`src/rtl/intc_pkg.sv`:
```
package intc_pkg;
  localparam int ID_W        = 10;
  localparam int FIRST_ID    = 16;
  localparam int SPURIOUS_ID = 1023;

  typedef enum logic [2:0] {
    SEL_ENABLE = 3'd0,
    SEL_PRIO   = 3'd1,
    SEL_GROUP  = 3'd2,
    SEL_TRIG   = 3'd3,
    SEL_DIST   = 3'd4,
    SEL_PMASK  = 3'd5
  } cfg_sel_e;
endpackage

```
`src/rtl/intc_line.sv`:
```
module intc_line
  import intc_pkg::*;
#(
  parameter int PRIO_W = 8
) (
  input  logic              clk,
  input  logic              rst_n,
  input  logic              src,
  input  logic              cfg_wr,
  input  logic [2:0]        cfg_sel,
  input  logic [PRIO_W-1:0] cfg_data,
  input  logic              take,
  input  logic              eoi_hit,
  output logic              pend,
  output logic              act,
  output logic              en,
  output logic [PRIO_W-1:0] prio,
  output logic              grp
);
  logic src_q;
  logic edge_mode;

  always_ff @(posedge clk) begin
    if (!rst_n) begin
      src_q     <= 1'b0;
      pend      <= 1'b0;
      act       <= 1'b0;
      en        <= 1'b0;
      prio      <= '0;
      grp       <= 1'b0;
      edge_mode <= 1'b0;
    end else begin
      src_q <= src;
      if (cfg_wr) begin
        case (cfg_sel_e'(cfg_sel))
          SEL_ENABLE: en        <= cfg_data[0];
          SEL_PRIO:   prio      <= cfg_data;
          SEL_GROUP:  grp       <= cfg_data[0];
          SEL_TRIG:   edge_mode <= cfg_data[0];
          default: ;
        endcase
      end
      if (edge_mode) pend <= (pend & ~take) | (src & ~src_q);
      else           pend <= src & ~take;
      act <= (act & ~eoi_hit) | take;
    end
  end

  AST_TAKE_ACTIVATES: assert property (@(posedge clk) disable iff (!rst_n)
    take |=> act);
  AST_EOI_RELEASES: assert property (@(posedge clk) disable iff (!rst_n)
    (eoi_hit && !take) |=> !act);
  AST_EDGE_LATCH: assert property (@(posedge clk) disable iff (!rst_n)
    (edge_mode && pend && !take && !cfg_wr) |=> pend);
endmodule

```
`src/rtl/intc_select.sv`:
```
module intc_select #(
  parameter int N      = 32,
  parameter int PRIO_W = 8,
  parameter int IDX_W  = $clog2(N)
) (
  input  logic [N-1:0]             pend,
  input  logic [N-1:0]             act,
  input  logic [N-1:0]             en,
  input  logic [N-1:0][PRIO_W-1:0] prio,
  input  logic [N-1:0]             grp,
  input  logic                     dist_en,
  input  logic [PRIO_W-1:0]        pmr,
  output logic                     win_vld,
  output logic [IDX_W-1:0]         win_idx,
  output logic [PRIO_W-1:0]        win_prio,
  output logic                     win_grp,
  output logic [PRIO_W:0]          run_prio
);
  logic [PRIO_W:0]   run;
  logic              found;
  logic [PRIO_W-1:0] best;
  logic [IDX_W-1:0]  bidx;

  always_comb begin
    run = {1'b1, {PRIO_W{1'b0}}};
    for (int i = 0; i < N; i++) begin
      if (act[i] && ({1'b0, prio[i]} < run)) run = {1'b0, prio[i]};
    end
    found = 1'b0;
    best  = '0;
    bidx  = '0;
    for (int i = 0; i < N; i++) begin
      if (dist_en && en[i] && pend[i] && !act[i] && (prio[i] < pmr) &&
          ({1'b0, prio[i]} < run) && (!found || (prio[i] < best))) begin
        found = 1'b1;
        best  = prio[i];
        bidx  = IDX_W'(i);
      end
    end
    win_vld  = found;
    win_idx  = bidx;
    win_prio = best;
    win_grp  = grp[bidx];
    run_prio = run;
  end
endmodule

```
`src/rtl/intc_cpu_port.sv`:
```
module intc_cpu_port
  import intc_pkg::*;
#(
  parameter int PRIO_W = 8,
  parameter int IDX_W  = 5
) (
  input  logic              clk,
  input  logic              rst_n,
  input  logic              cfg_wr,
  input  logic [2:0]        cfg_sel,
  input  logic [PRIO_W-1:0] cfg_data,
  input  logic              ack_rd,
  input  logic              win_vld,
  input  logic [IDX_W-1:0]  win_idx,
  input  logic [PRIO_W-1:0] win_prio,
  input  logic              win_grp,
  input  logic [PRIO_W:0]   run_prio,
  output logic              dist_en,
  output logic [PRIO_W-1:0] pmr,
  output logic              ack_take,
  output logic              ack_vld,
  output logic [ID_W-1:0]   ack_id,
  output logic              irq,
  output logic              fiq
);
  assign ack_take = ack_rd & win_vld;
  assign irq      = win_vld & win_grp;
  assign fiq      = win_vld & ~win_grp;

  always_ff @(posedge clk) begin
    if (!rst_n) begin
      dist_en <= 1'b0;
      pmr     <= '0;
      ack_vld <= 1'b0;
      ack_id  <= ID_W'(SPURIOUS_ID);
    end else begin
      if (cfg_wr && cfg_sel_e'(cfg_sel) == SEL_DIST)  dist_en <= cfg_data[0];
      if (cfg_wr && cfg_sel_e'(cfg_sel) == SEL_PMASK) pmr     <= cfg_data;
      ack_vld <= ack_rd;
      if (ack_rd)
        ack_id <= win_vld ? (ID_W'(win_idx) + ID_W'(FIRST_ID)) : ID_W'(SPURIOUS_ID);
    end
  end

  AST_DIST_GATES: assert property (@(posedge clk) disable iff (!rst_n)
    !dist_en |-> !(irq || fiq));
  AST_SINGLE_PIN: assert property (@(posedge clk) disable iff (!rst_n)
    !(irq && fiq));
  AST_BELOW_MASK: assert property (@(posedge clk) disable iff (!rst_n)
    (irq || fiq) |-> (win_prio < pmr));
  AST_PREEMPT_ONLY: assert property (@(posedge clk) disable iff (!rst_n)
    (irq || fiq) |-> ({1'b0, win_prio} < run_prio));
  AST_SPURIOUS: assert property (@(posedge clk) disable iff (!rst_n)
    (ack_rd && !win_vld) |=> (ack_vld && ack_id == ID_W'(SPURIOUS_ID)));
endmodule

```
`src/rtl/intc_dist_cpu.sv`:
```
module intc_dist_cpu
  import intc_pkg::*;
#(
  parameter int NUM_SHARED = 16,
  parameter int PRIO_W     = 8
) (
  input  logic                   clk,
  input  logic                   rst_n,
  input  logic [NUM_SHARED+15:0] src,
  input  logic                   cfg_wr,
  input  logic [2:0]             cfg_sel,
  input  logic [ID_W-1:0]        cfg_id,
  input  logic [PRIO_W-1:0]      cfg_data,
  input  logic                   ack_rd,
  output logic                   ack_vld,
  output logic [ID_W-1:0]        ack_id,
  input  logic                   eoi_wr,
  input  logic [ID_W-1:0]        eoi_id,
  output logic                   irq,
  output logic                   fiq
);
  localparam int N     = NUM_SHARED + 16;
  localparam int IDX_W = $clog2(N);

  logic [N-1:0]             pend_v, act_v, en_v, grp_v;
  logic [N-1:0][PRIO_W-1:0] prio_v;
  logic                     dist_en;
  logic [PRIO_W-1:0]        pmr;
  logic                     win_vld, win_grp, ack_take;
  logic [IDX_W-1:0]         win_idx;
  logic [PRIO_W-1:0]        win_prio;
  logic [PRIO_W:0]          run_prio;

  for (genvar g = 0; g < N; g++) begin : g_line
    localparam logic [ID_W-1:0] MY_ID = ID_W'(FIRST_ID + g);
    logic cfg_hit, take_g, eoi_g;
    assign cfg_hit = cfg_wr && (cfg_id == MY_ID);
    assign take_g  = ack_take && (win_idx == IDX_W'(g));
    assign eoi_g   = eoi_wr && (eoi_id == MY_ID);

    intc_line #(.PRIO_W(PRIO_W)) u_line (
      .clk      (clk),
      .rst_n    (rst_n),
      .src      (src[g]),
      .cfg_wr   (cfg_hit),
      .cfg_sel  (cfg_sel),
      .cfg_data (cfg_data),
      .take     (take_g),
      .eoi_hit  (eoi_g),
      .pend     (pend_v[g]),
      .act      (act_v[g]),
      .en       (en_v[g]),
      .prio     (prio_v[g]),
      .grp      (grp_v[g])
    );
  end

  intc_select #(.N(N), .PRIO_W(PRIO_W), .IDX_W(IDX_W)) u_select (
    .pend     (pend_v),
    .act      (act_v),
    .en       (en_v),
    .prio     (prio_v),
    .grp      (grp_v),
    .dist_en  (dist_en),
    .pmr      (pmr),
    .win_vld  (win_vld),
    .win_idx  (win_idx),
    .win_prio (win_prio),
    .win_grp  (win_grp),
    .run_prio (run_prio)
  );

  intc_cpu_port #(.PRIO_W(PRIO_W), .IDX_W(IDX_W)) u_cpu (
    .clk      (clk),
    .rst_n    (rst_n),
    .cfg_wr   (cfg_wr),
    .cfg_sel  (cfg_sel),
    .cfg_data (cfg_data),
    .ack_rd   (ack_rd),
    .win_vld  (win_vld),
    .win_idx  (win_idx),
    .win_prio (win_prio),
    .win_grp  (win_grp),
    .run_prio (run_prio),
    .dist_en  (dist_en),
    .pmr      (pmr),
    .ack_take (ack_take),
    .ack_vld  (ack_vld),
    .ack_id   (ack_id),
    .irq      (irq),
    .fiq      (fiq)
  );
endmodule

```
`config.mk`:
```
export PLATFORM = sky130hd
export DESIGN_NAME = intc_dist_cpu
export DESIGN_NICKNAME = d
export VERILOG_FILES = /design/src/rtl/intc_pkg.sv /design/src/rtl/intc_line.sv /design/src/rtl/intc_select.sv /design/src/rtl/intc_cpu_port.sv /design/src/rtl/intc_dist_cpu.sv
export SDC_FILE = /design/constraint.sdc
export NUM_CORES = 2
export LEC_CHECK = 0
export BUFFER_PORTS_ARGS = -buffer_cell sky130_fd_sc_hd__buf_4
export CAP_MARGIN = 20
export CORE_MARGIN = 3
export CORE_UTILIZATION = 25
export DETAILED_ROUTE_END_ITERATION = 6
export HOLD_SLACK_MARGIN = 0.1
export PLACE_DENSITY = 0.46
export SYNTH_ARGS = -nofsm -noshare
export SYNTH_HDL_FRONTEND = slang
export SYNTH_SLANG_ARGS = --single-unit
```
`constraint.sdc`:
```
create_clock -name clk -period 139.6 [get_ports clk]
set_input_delay 13.96 -clock clk [delete_from_list [all_inputs] [get_ports clk]]
set_output_delay 13.96 -clock clk [all_outputs]
set_load 0.02 [all_outputs]
```
# ---- After elaboration in Yosys (flattened, before gate mapping)
# Index checks and enable logic that the tools add are counted.
dict set report op_classes {
  add_sub_neg 1
  mux 161
  reduce_logical 544
  magnitude_cmp 127
  bitwise_logic 292
  eq_ne 100
}
# op n
set ops {}
lappend ops {{8-bit by 9-bit < comparator with 1-bit output} 63}
lappend ops {{8-bit < comparator} 63}
lappend ops {{10-bit by 5-bit equality test with 1-bit output, second input constant} 32}
lappend ops {{10-bit by 6-bit equality test with 1-bit output, second input constant} 32}
lappend ops {{1-bit logical AND} 320}
lappend ops {{9-bit two-way mux} 32}
lappend ops {{2-bit AND reduction} 128}
lappend ops {{8-bit two-way mux} 31}
lappend ops {{1-bit AND} 131}
lappend ops {{1-bit NOT} 97}
lappend ops {{5-bit equality test, second input constant} 16}
lappend ops {{5-bit two-way mux} 16}
lappend ops {{1-bit two-way mux} 66}
lappend ops {{1-bit OR} 64}
lappend ops {{1-bit logical NOT} 63}
lappend ops {{5-bit by 4-bit equality test with 1-bit output, second input constant} 8}
lappend ops {{4-bit two-way mux} 8}
lappend ops {{1-bit logical OR} 31}
lappend ops {{5-bit by 3-bit equality test with 1-bit output, second input constant} 4}
lappend ops {{3-bit two-way mux} 4}
lappend ops {{5-bit by 2-bit equality test with 1-bit output, second input constant} 2}
lappend ops {{10-bit two-way mux} 1}
lappend ops {{5-bit by 5-bit adder with 6-bit output, second input constant} 1}
lappend ops {{3-bit by 2-bit equality test with 1-bit output, second input constant} 2}
lappend ops {{other kinds (8)} 10}
dict set report totals {
  regBits 468
  elab_cells 1453
  in_bits 68
  output_inout_bits 13
}

# ---- Depth between registers and ports, before layout
dict set report logic_depth {
  word_depth 227
  mapped_depth 694
}

# ---- Cells and area by module
# From an unflattened synthesis, not the netlist that was laid out.
dict set report hier_totals {
  hier_cells 6874
  hier_area_um2 56344.0
}
# mod n_inst cells_each area_each_um2 seq_area_each_um2
set modules_own_cells {}
lappend modules_own_cells {intc_select 1 4659 35108.7 0.0}
lappend modules_own_cells {intc_line 32 62 608.1 280.3}
lappend modules_own_cells {intc_dist_cpu 1 154 1062.3 0.0}
lappend modules_own_cells {intc_cpu_port 1 77 714.4 340.3}

# ---- Worst setup path before layout
# No wires, ideal clock.
dict set report synth_timing {
  kind {flip-flop to output port}
  start {reg g_line[0].u_line.act}
  end {out irq}
  n_path_buf 70
  setup_slack_ns 10.788
  stages_incl_launch_ff 649
  arrival_time_ns 114.852
  path_cell_list {dfxtp_1 > buf_6 > bufbuf_8 > nand2_1 > ha_1 > and3_1 > o311a_1 > a211oi_2 > buf_6 > clkbuf_8 > nand2_1 > o21ai_0 > inv_1 > ha_1 > a21o_1 > a21oi_1 > o21ai_4 > a21o_2 > [... 613 more ...] > and2_4 > clkbuf_1 > nand2_1 > o21ai_1 > ha_1 > a21o_1 > a21o_1 > a21oi_1 > o21ai_0 > a21boi_0 > or3b_2 > o21bai_1 > o211a_4 > buf_12 > or4b_4 > a21oi_1 > nor4_1 > a211oi_1}
}
dict set report synth_between {
  elab_chain_len 224
  word_cells_on_any_way 382
  cone_classes {order compare (94); mux (128); bitwise (1); reduce/logical (159)}
}
# element line_no
set synth_rtl {}
lappend synth_rtl {{start, declared} intc_line.sv:15} ;# output logic act,
lappend synth_rtl {{start signal, assigned} intc_line.sv:45} ;# act <= (act & ~eoi_hit) | take;
lappend synth_rtl {{9-bit two-way mux} intc_select.sv:27} ;# if (act[i] && ({1'b0, prio[i]} < run)) run = {1'b0, prio[i]};
lappend synth_rtl {{8-bit by 9-bit < comparator with 1-bit output} intc_select.sv:27}
lappend synth_rtl {{1-bit logical AND} intc_select.sv:27}
lappend synth_rtl {{9-bit two-way mux} intc_select.sv:27}
lappend synth_rtl {{8-bit by 9-bit < comparator with 1-bit output} intc_select.sv:27}
lappend synth_rtl {{1-bit logical AND} intc_select.sv:27}
lappend synth_rtl {{9-bit two-way mux} intc_select.sv:27}
lappend synth_rtl {{8-bit by 9-bit < comparator with 1-bit output} intc_select.sv:27}
lappend synth_rtl {{[... 208 more ...]} --}
lappend synth_rtl {{8-bit two-way mux / 1-bit two-way mux (equally long branches)} intc_select.sv:33} ;# if (dist_en && en[i] && pend[i] && !act[i] && (prio[i] < pmr) &&
lappend synth_rtl {{8-bit < comparator / 1-bit logical NOT (equally long branches)} intc_select.sv:34} ;# ({1'b0, prio[i]} < run) && (!found || (prio[i] < best))) begin
lappend synth_rtl {{1-bit logical OR} intc_select.sv:34}
lappend synth_rtl {{1-bit logical AND} intc_select.sv:34}
lappend synth_rtl {{5-bit two-way mux} intc_select.sv:33}
lappend synth_rtl {{1-bit binary-select mux with 5-bit select} intc_select.sv:43} ;# win_grp = grp[bidx];
lappend synth_rtl {{1-bit two-way mux (not written as such)} intc_select.sv:43}
lappend synth_rtl {{1-bit AND *} intc_cpu_port.sv:27} ;# assign irq = win_vld & win_grp;
lappend synth_rtl {{end, declared} intc_dist_cpu.sv:19} ;# output logic irq,
# Every way passes the cells marked *; elsewhere a longest branch is shown, timed or not. The select of a mux whose other input is x is not followed.

# ---- Worst setup path after layout
# Ends and elaborated chain as after synthesis.

==> summary.md <==
| Metric | Value |
|---|---|
| Top cells by area, synth | `dfxtp_1 17%, ha_1 17%, a21oi_1 7.9%` |
| Total leakage power | `between 20 and 25 nW` |
| Clock skew | `between 0.02 and 0.03 ns` |
| Post-Synthesis Cells | `7046` |
| CP Capture Point | `irq` |
| Critical path class | `flip-flop to output pin` |
| Placer Congestion | `0.942` |
| Ys Warns | `0` |
| Reg power frac | `43.7%` |
| Top-area cell type share of the netlist area | `17.3%` |
| Hold WS | `around 0.46 ns` |
| Clock slew at reported path FFs | `0.06 ns` |
| Slowest-stage cell, CP | `or4b_4` |
| Hold depth | `2` |
| Critical R2R Launch | `g_line[0].u_line.act` |
| Critical path peak fanout | `21` |
| Crit path required time | `125.64 ns` |
| Comb power frac | `6.2%` |
| Register area share after synthesis | `17.3%` |
| Top cell type by total area after synthesis | `dfxtp_1` |
| R2R depth | `589` |
| Die Y | `470 um` |
| WP data arrival | `117.92 ns` |
| RR Endpoint | `g_line[0].u_line.pend` |
| DR pass1 iterations | `7` |
| Share of layout cells above drive strength 1 | `~15%` |
| Yosys cell types | `195` |
| Setup crit end kind | `output pin` |
| Status | `finished with violations` |
| CP most frequent cell | `ha_1` |
| Slew Limit Fails | `0` |
| Multi-input gate area | `41500 sq um` |
| Final setup violation count | `0` |
| Critical path buffer and inverter count | `36` |
| Mapped cell area | `53800 sq um` |
| Async set or reset register ratio after synthesis | `0%` |
| Wire length per cell | `23.2 um` |
| Fin crit period | `roughly 130 ns` |
| CP startpoint | `g_line[0].u_line.act` |
| Final Hold Viols | `0` |
| Cell Int Power | `0.228 mW` |
| Max_cap viols | `0` |
| Vias per inst | `5.47` |
| Aggregate routed wire length | `about 230000 um` |
| Cell with the most instances after synthesis | `nand2_1` |
| Initial Util | `25.2%` |
| First-pass GRT wire length | `338000 um` |
| Initial antenna violation count | `3` |
| DIE AREA | `221000 sq um` |
| Worst-Skew Late Latency | `0.64 ns` |
| Row count | `169` |
| Total track usage | `19.6%` |
| F_max | `7.58 MHz` |
| VDD IR-drop max | `approximately 0.0000090 V` |
| Slew headroom | `18.5%` |
| Levels on crit path | `589` |
| Family with the most delay on the worst path | `compound AO/OA/AOI/OAI gates` |
| Core Footprint | `213000 sq um` |
| Sw frac | `25.8%` |
| H-tree depth | `2` |
| GR Overflow Total | `0` |
| Slowest stage delay, CP | `0.64 ns` |
| Inst Count DP | `9686` |
| Nature of the critical path startpoint | `flip-flop` |
| HP Class | `flip-flop to flip-flop` |
| Top_reg_cell synth | `dfxtp_1` |
| Post-Syn Area per Cell | `7.64 sq um` |
| Synth Net Count | `7826` |
| Post-route clock period utilization | `94.5%` |
| Post-Layout Cell Count | `roughly 10000` |
| Synth Register Bits | `approximately 470` |
| Via Count | `54028` |
| HPWL after DPL | `168000 um` |
| Setup slack, reg-to-reg | `21.95 ns` |
| Die X | `470 um` |
| Port Buffers | `80` |
| Initial DRC count | `between 4000 and 5000` |
| Final ANT Viol Nets | `0` |
| Pwr Density | `5.15 nW/um^2` |
| Root Buffer | `clkbuf_16` |
| Clock power share | `50.2%` |
| Area delta synth->final | `10.8%` |
| Worst-Margin Slew | `1.19 ns` |
| DRC | `3` |
| TritonCTS clock tree | `yes` |
| Nets | `approximately 7800` |
| Fillers | `23191` |
| Reg area | `between 9000 and 10000 sq um` |
| Clock sink total | `465` |
| CTS buffer count | `53` |
| Post-synth EDFFs | `0` |
| Violated checks | `design-rule violations` |
| Vias in the first global route | `approximately 50000` |
| Psw | `0.0792 mW` |
| Top Ports | `81` |
| Largest net degree at the start of global routing | `136` |
| Clock Path Buffers | `3` |
| Most frequent cells after synthesis | `950 x nand2_1, 854 x a21oi_1, 712 x ha_1, 465 x dfxtp_1, 460 x o21ai_0` |
[worst min-delay path by stage]
stage / slack [ns] / end / start
5_1_grt: 0.48 / g_line[12].u_line.en / g_line[12].u_line.en
3_5_place_dp: 0.45 / g_line[1].u_line.grp / g_line[1].u_line.grp
4_1_cts: 0.46 / g_line[1].u_line.grp / g_line[1].u_line.grp
6_report: 0.46 / g_line[3].u_line.grp / g_line[3].u_line.grp
2_1_floorplan: 0.43 / g_line[15].u_line.grp / g_line[15].u_line.grp
3_3_place_gp: 0.44 / g_line[24].u_line.grp / g_line[24].u_line.grp
[sequential cells by signal, indices dropped and copies added (netlist names)]
register,count
g_line.u_line.prio,256
g_line.u_line.act,32
g_line.u_line.edge_mode,32
g_line.u_line.en,32
g_line.u_line.grp,32
g_line.u_line.pend,32
g_line.u_line.src_q,32
u_cpu.pmr,8
u_cpu.ack_id,7
u_cpu.ack_vld,1
u_cpu.dist_en,1
[placed cells by master (no fill, tap or decap), drive strengths merged, types with 155 or more instances in the layout]
cell type / instances
nand2: 959
nand2b: 155
o21ai: 525
a21oi: 876
nand3: 462
ha: 712
dfxtp: 465
inv: 293
nor2: 383
buf: 299
[logic make-up (layout without fill, tap and decap cells)]
kind of cell	after synthesis	count (layout)	synth area share [%]
buffers and inverters	688	691	7.12
AO/OA/AOI/OAI	2327	2338	29.3
AND/OR/NAND/NOR	2537	2539	23.5
XOR/XNOR	35	35	0.570
other	0	3	0
multiplexers	212	212	4.40
adder cells (fa/ha/maj)	782	782	17.9
flip-flops	465	465	17.3
[stage by stage]
| step | TNS, ns | cell area, sq um | worst slack (ns) | util (%) | total power, mW |
|---|---|---|---|---|---|
| floorplan | 0 | 53800 | 10.79 | - | 0.147 |
| global placement | -1.87 | 56300 | -1.34 | 26.4 | 0.156 |
| detailed placement | -6.74 | 56300 | -3.78 | 26.4 | 0.156 |
| CTS | 0 | 58400 | 0.0259 | 27.4 | 0.311 |
| global route | -0.694 | 59600 | -0.392 | 28.0 | 0.317 |
| finish | 0 | 59600 | 7.72 | 28.0 | 0.307 |
[worst reg2reg max path, delay by kind of cell (launching register included)]
family / cells / cell delay [ns]
AO/OA/AOI/OAI: 308 / 59.76
flip-flops: 1 / 0.48
multiplexers: 21 / 6.26
AND/OR/NAND/NOR: 159 / 27.49
buffers and inverters: 36 / 4.59
adder cells (fa/ha/maj): 65 / 18.84
[power by group through the flow]
stage | clock network, mW | registers, mW | logic, mW
final | 0.154 | 0.134 | 0.0190
after global routing | 0.162 | 0.134 | 0.0204
after global placement | 0 | 0.137 | 0.0187
after CTS | 0.158 | 0.134 | 0.0190
after detailed placement | 0 | 0.137 | 0.0189
after floorplan | 0 | 0.137 | 0.0101
[layout make-up]
type,instances,area share [%]
clock inverters,28,0.598
clock buffers,70,2.54
repair buffers,300,3.82
flip-flops and latches,465,15.6
multi-input cells,5906,69.6
diodes,3,0.0126
well taps,2821,5.92
inverters,293,1.86
[timing repair]
| action | 4_1_cts | 5_1_grt |
|---|---|---|
| hold buffers | 0 | 0 |
| buffers inserted | 3 | 82 |
| endpoints found under the setup margin | 2 | 2 |
| pin swaps | 5 | 35 |
| resized for setup | 31 | 145 |
| gates cloned | 5 | 8 |
[routing by layer]
| metal | GRT usage, % | part of all wire, % |
|---|---|---|
| met5 | 0 | 0 |
| met4 | 6.97 | 4.0 |
| met3 | 1.91 | 5.0 |
| met2 | 33.2 | 47 |
| met1 | 25.9 | 44 |
(Power assumes the default switching activity.)
